File: config.mk
export PLATFORM = sky130hd
export DESIGN_NAME = saw_voice
export DESIGN_NICKNAME = d
export VERILOG_FILES = /design/src/rtl/saw_pkg.sv /design/src/rtl/saw_divider.sv /design/src/rtl/saw_phase.sv /design/src/rtl/saw_gate.sv /design/src/rtl/saw_voice.sv
export SDC_FILE = /design/constraint.sdc
export NUM_CORES = 1
export LEC_CHECK = 0
export ABC_AREA = 1
export ABC_CLOCK_PERIOD_IN_PS = 2550
export CAP_MARGIN = 40
export CORE_MARGIN = 5
export CORE_UTILIZATION = 55
export DETAILED_ROUTE_END_ITERATION = 10
export GPL_ROUTABILITY_DRIVEN = 0
export PLACE_DENSITY = 0.86
export SKIP_LAST_GASP = 1
export SYNTH_ARGS = -nofsm -noshare
export SYNTH_HDL_FRONTEND = slang
export SYNTH_SLANG_ARGS = --single-unit
export TNS_END_PERCENT = 10
File: constraint.sdc
create_clock -name clk -period 2.55 [get_ports clk]
set_input_delay 0.51 -clock clk [delete_from_list [all_inputs] [get_ports clk]]
set_output_delay 0.51 -clock clk [all_outputs]
set_load 0.02 [all_outputs]
File: src/rtl/saw_pkg.sv
package saw_pkg;
    localparam int PERIOD_W = 12;
    localparam int RATE_W   = 6;
    localparam int ACC_W    = 8;
    localparam int SAMPLE_W = 5;
    localparam int PHASES   = 14;
    localparam int SHIFT_MID = 4;
    localparam int SHIFT_HI  = 8;

    typedef enum logic [1:0] {
        SPEED_HOLD = 2'd0,
        SPEED_X1   = 2'd1,
        SPEED_X16  = 2'd2,
        SPEED_X256 = 2'd3
    } speed_e;
endpackage

File: src/rtl/saw_divider.sv
module saw_divider
    import saw_pkg::*;
#(
    parameter int PW     = PERIOD_W,
    parameter int SH_MID = SHIFT_MID,
    parameter int SH_HI  = SHIFT_HI
) (
    input  logic          clk,
    input  logic          rst_n,
    input  logic [PW-1:0] period,
    input  logic          halt,
    input  logic          scale16,
    input  logic          scale256,
    output logic          tick,
    output logic [PW-1:0] count
);
    typedef struct packed {
        logic [PW-1:0] cnt;
    } div_state_t;

    div_state_t state_d, state_q;
    speed_e     speed;
    logic [PW-1:0] reload_val;

    always_comb begin
        if (halt)          speed = SPEED_HOLD;
        else if (scale256) speed = SPEED_X256;
        else if (scale16)  speed = SPEED_X16;
        else               speed = SPEED_X1;

        case (speed)
            SPEED_X256: reload_val = period >> SH_HI;
            SPEED_X16:  reload_val = period >> SH_MID;
            default:    reload_val = period;
        endcase

        tick    = (speed != SPEED_HOLD) && (state_q.cnt == '0);
        state_d = state_q;
        if (speed != SPEED_HOLD) begin
            if (state_q.cnt == '0) state_d.cnt = reload_val;
            else                   state_d.cnt = state_q.cnt - 1'b1;
        end
    end

    always_ff @(posedge clk or negedge rst_n) begin
        if (!rst_n) state_q <= '0;
        else        state_q <= state_d;
    end

    assign count = state_q.cnt;
endmodule

File: src/rtl/saw_phase.sv
module saw_phase
    import saw_pkg::*;
#(
    parameter int RW     = RATE_W,
    parameter int AW     = ACC_W,
    parameter int NSTEPS = PHASES,
    localparam int SW    = $clog2(NSTEPS)
) (
    input  logic          clk,
    input  logic          rst_n,
    input  logic          tick,
    input  logic [RW-1:0] rate,
    output logic [SW-1:0] step,
    output logic [AW-1:0] acc
);
    localparam logic [SW-1:0] LAST_STEP = SW'(NSTEPS - 1);

    typedef struct packed {
        logic [SW-1:0] step;
        logic [AW-1:0] acc;
    } phase_state_t;

    phase_state_t state_d, state_q;
    logic [SW-1:0] step_inc;
    logic [AW-1:0] rate_ext;

    always_comb begin
        rate_ext = {{(AW-RW){1'b0}}, rate};
        step_inc = state_q.step + 1'b1;
        state_d  = state_q;
        if (tick) begin
            if (state_q.step == LAST_STEP) begin
                state_d.step = '0;
                state_d.acc  = '0;
            end else begin
                state_d.step = step_inc;
                if (!step_inc[0]) state_d.acc = state_q.acc + rate_ext;
            end
        end
    end

    always_ff @(posedge clk or negedge rst_n) begin
        if (!rst_n) state_q <= '0;
        else        state_q <= state_d;
    end

    assign step = state_q.step;
    assign acc  = state_q.acc;
endmodule

File: src/rtl/saw_gate.sv
module saw_gate
    import saw_pkg::*;
#(
    parameter int AW = ACC_W,
    parameter int OW = SAMPLE_W
) (
    input  logic [AW-1:0] acc,
    input  logic          enable,
    output logic [OW-1:0] sample
);
    always_comb begin
        if (enable) sample = acc[AW-1 -: OW];
        else        sample = '0;
    end
endmodule

File: src/rtl/saw_voice.sv
module saw_voice
    import saw_pkg::*;
#(
    parameter int PW     = PERIOD_W,
    parameter int RW     = RATE_W,
    parameter int AW     = ACC_W,
    parameter int OW     = SAMPLE_W,
    parameter int NSTEPS = PHASES,
    localparam int SW    = $clog2(NSTEPS)
) (
    input  logic          clk,
    input  logic          rst_n,
    input  logic [PW-1:0] period,
    input  logic [RW-1:0] rate,
    input  logic          enable,
    input  logic          halt,
    input  logic          scale16,
    input  logic          scale256,
    output logic [OW-1:0] sample
);
    logic          tick_w;
    logic [PW-1:0] cnt_w;
    logic [SW-1:0] step_w;
    logic [AW-1:0] acc_w;

    saw_divider #(.PW(PW)) u_div (
        .clk(clk), .rst_n(rst_n), .period(period), .halt(halt),
        .scale16(scale16), .scale256(scale256), .tick(tick_w), .count(cnt_w)
    );

    saw_phase #(.RW(RW), .AW(AW), .NSTEPS(NSTEPS)) u_phase (
        .clk(clk), .rst_n(rst_n), .tick(tick_w), .rate(rate),
        .step(step_w), .acc(acc_w)
    );

    saw_gate #(.AW(AW), .OW(OW)) u_gate (
        .acc(acc_w), .enable(enable), .sample(sample)
    );
endmodule

==> metrics.log <==
INFO  metric postCtsSetupBuffers = 0
INFO  metric post_synth_inst_count = 308
INFO  metric crit_required = between 2000 and 2500 ps
INFO  metric antenna_found_initial = 0
INFO  metric crit_path_max_fanout = 5
INFO  metric maxCapViolCount = 0
INFO  metric fin_crit_period = 2300 ps
INFO  metric synth.top_cells.by_count = nand2_1 (119), inv_1 (38), nand3_1 (25)
INFO  metric cpMaxStageDelayCell = clkdlybuf4s50_1
INFO  metric holdCritPathClass = reg2reg
INFO  metric synthesis.nets = 341
INFO  metric timing.critical_path.from_type = input port
INFO  metric placedCellCount = 384
INFO  metric routedWlPerCell = roughly 12 um
INFO  metric yosysWarnings = 0
INFO  metric synth.cell_area = 2050 um2
INFO  metric antenna-diode-count = 0
INFO  metric yosys.cell_count.top_type = nand2_1
INFO  metric setup_skew = 6.50 ps
INFO  metric power.density_cell_area = ~590 nW/um2
INFO  metric timing_worst_slew_pin_value = 627 ps
INFO  metric top_usage_layer = met2
INFO  metric seq_area_frac_synth = 0.293
INFO  metric grt_met3_use = 0.0355
INFO  metric post_cts.resized_instances = 0
INFO  metric drt_iter0_markers = 129
INFO  metric setup_total_negative_slack = 0 ps
INFO  metric postLayoutCoreUtil = 0.678
INFO  metric final_antenna_net_count = 0
INFO  metric gr_util_met1 = 0.254
INFO  metric drive_gt1_frac = 0.0853
INFO  metric design.die.area = 5040 um2
INFO  metric syn-mean-instance-area = 6.65 um2
INFO  metric cp_data_arrival_time = 1790 ps
INFO  metric post_layout_nonfiller_instances = ~390
INFO  metric clock_tree.root_cell = clkbuf_8
INFO  metric cp-end-kind = primary output
INFO  metric vias = just over 2000
INFO  metric cts_sinks = 24
INFO  metric share_of_flip_flops_with_an_asynchronous_set_or_reset_after_synthesis = 1.00
INFO  metric floorplan.die.width = 71.0 um
INFO  metric synth_ff_type = dfrtp_1
INFO  metric tritoncts_clock_tree = yes
INFO  metric grt_remaining_overflow = 0
INFO  metric final_hold_viol_count = 0
INFO  metric cts_buf_count = 3
INFO  metric path_class = in2out
INFO  metric drt_wl_total = 4700 um
INFO  metric critical_path.cell_chain = clkdlybuf4s50_1 -> nand2_1 -> inv_1 -> clkdlybuf4s50_1
INFO  metric layout.filler_cells = ~330
INFO  metric unrepaired_setup_endpoints_after_global_routing = no
INFO  metric slew_viol_final = 0
INFO  metric placed_cell_area = 2390 um2
INFO  metric ys_seq_elements = 24
INFO  metric synth.largest_area_cell = dfrtp_1
INFO  metric coreArea = 3630 um2
INFO  metric edff_count_synth = 0
INFO  metric finish.net_count = 374
INFO  metric start_util = 0.563
INFO  metric synth_largest_type_area_fraction = 0.293
INFO  metric layout_worst_path_cycle_share = 0.904
INFO  metric floorplan.rows = 22
INFO  metric cts_hold_repair.buffers = 0
INFO  metric cts.htree.levels = 1
INFO  metric die_y = 71.0 um
INFO  metric max_freq = approximately 0.43 GHz
INFO  metric stdcell_area = 2460 um2
INFO  metric synth_cell_type_count = 29
INFO  metric detail_route.first_pass.iterations = 5
INFO  metric run_status = complete, no violations
INFO  metric first_global_vias = 1858
INFO  metric finalHoldWorstSlack = 490 ps
INFO  metric most_frequent_cell_on_the_critical_path = clkdlybuf4s50_1
INFO  metric grt.total_usage = 0.192
INFO  metric dpl.hpwl = 3660 um
INFO  metric standby_leakage_power = 1.36 nW
INFO  metric cts_max_path_buffers = 2
INFO  metric path_clk_slew = 80 ps
INFO  metric grt_pass1_wl = around 8100 um
INFO  metric use_met2 = 0.326
INFO  metric place.port_buffers = 28
INFO  metric worst_skew_pair_later_pin_latency = 270 ps
INFO  metric area.growth.synth_to_final = 20.4%
INFO  metric cp_slowest_stage_delay = 600 ps
INFO  metric io_pins = 29
INFO  metric ir_worst_vdd = between 500 and 600 uV
INFO  metric drcViolationCount = 0
INFO  metric maximum_number_of_pins_on_one_net_before_global_route_repair = 25
INFO  metric netlist_top_cells_area = dfrtp_1 (29%), nand2_1 (22%), inv_1 (7.0%)
INFO  metric drt-vias-per-instance = 5.27
INFO  metric finalSetupViolations = 0
INFO  metric slew_headroom = 0.579
-- report_power, final --
group,leakage [nW],switching (mW),internal (mW)
Clock,0.0357,0.131,0.210
Combinational,1.03,0.349,0.212
Sequential,0.292,0.109,0.453
Total,1.36,0.589,0.876
-- registers in the layout (all words and copies together), names as in the netlist --
| signal | count |
|---|---|
| u_div.count | 12 |
| u_phase.acc | 8 |
| u_phase.step | 4 |
-- path summary, 6_finish.rpt --
kind	startpoint	to	slack (ps)	cells past startpoint
min in group asynchronous	rst_n	u_phase.acc[7]	590	2
max in group asynchronous	rst_n	u_div.count[2]	1710	2
worst min-delay path	u_phase.acc[0]	u_phase.acc[0]	490	2
worst max register to register	u_div.count[0]	u_phase.acc[0]	780	12
worst max-delay path	enable	sample[2]	250	4
worst min register to register	u_phase.acc[0]	u_phase.acc[0]	490	2
-- logic make-up (layout without fill, tap and decap cells) --
| family | count (synthesis) | count (layout) | share of synthesized area |
|---|---|---|---|
| DFF | 24 | 24 | 0.293 |
| AOI/OAI and AO/OA | 28 | 28 | 0.0770 |
| buffers and inverters | 44 | 76 | 0.0837 |
| xor gates and xnor gates | 5 | 5 | 0.0214 |
| adders and majority gates | 9 | 9 | 0.0587 |
| and+or+nand+nor | 198 | 198 | 0.466 |
-- layout by cell type, fill, tap and decap left out, types with 2 or more instances in the layout --
| cell | Yosys | final |
|---|---|---|
| clkdlybuf4s50_1 | 0 | 28 |
| clkbuf_8 | 0 | 3 |
| o211ai_1 | 4 | 4 |
| nor2_2 | 5 | 5 |
| o31ai_1 | 2 | 2 |
| o21ai_1 | 2 | 2 |
| or2_2 | 2 | 2 |
| ha_1 | 8 | 8 |
| xor2_1 | 5 | 5 |
| nand3b_1 | 4 | 4 |
| nand2_1 | 119 | 119 |
| inv_1 | 38 | 38 |
| nor2_4 | 4 | 4 |
| nor2_1 | 20 | 20 |
| nand2_4 | 3 | 3 |
| nor2_8 | 3 | 3 |
| buf_4 | 1 | 3 |
| o21ai_0 | 9 | 9 |
| a21oi_1 | 10 | 10 |
| dfrtp_1 | 24 | 24 |
| nand3_1 | 25 | 25 |
| nand4_1 | 9 | 9 |
| inv_2 | 2 | 2 |
-- layout make-up --
type                    count  area (um2)  share of cell area
clock inverters             1        30.0              0.0122
multi-input cells         240        1270               0.518
flip-flops and latches     24         601               0.244
well taps                  48        60.1              0.0244
repair buffers             31         303               0.123
clock buffers               3        41.3              0.0168
inverters                  41         154              0.0625
-- through the flow --
stage	power (mW)	setup WS (ps)
floorplan	0.965	847
global placement	1.09	264
detailed placement	1.11	251
CTS	1.46	245
global route	1.58	197
finish	1.46	245
-- metal layers --
| metal | routed length, um | part of all wire | up-vias |
|---|---|---|---|
| li1 | - | - | 1047 |
| met1 | 2120 | 0.45 | 930 |
| met2 | 2270 | 0.48 | 58 |
| met3 | 231 | 0.049 | 10 |
| met4 | 79 | 0.017 | 0 |
| met5 | 0 | 0 | - |
-- worst max-delay path: cells and delay by family --
| kind | cells | cell delay (ps) |
|---|---|---|
| buffers and inverters | 3 | 1210 |
| and+or+nand+nor | 1 | 80 |
Note: power is estimated with default switching activity, not from simulation.
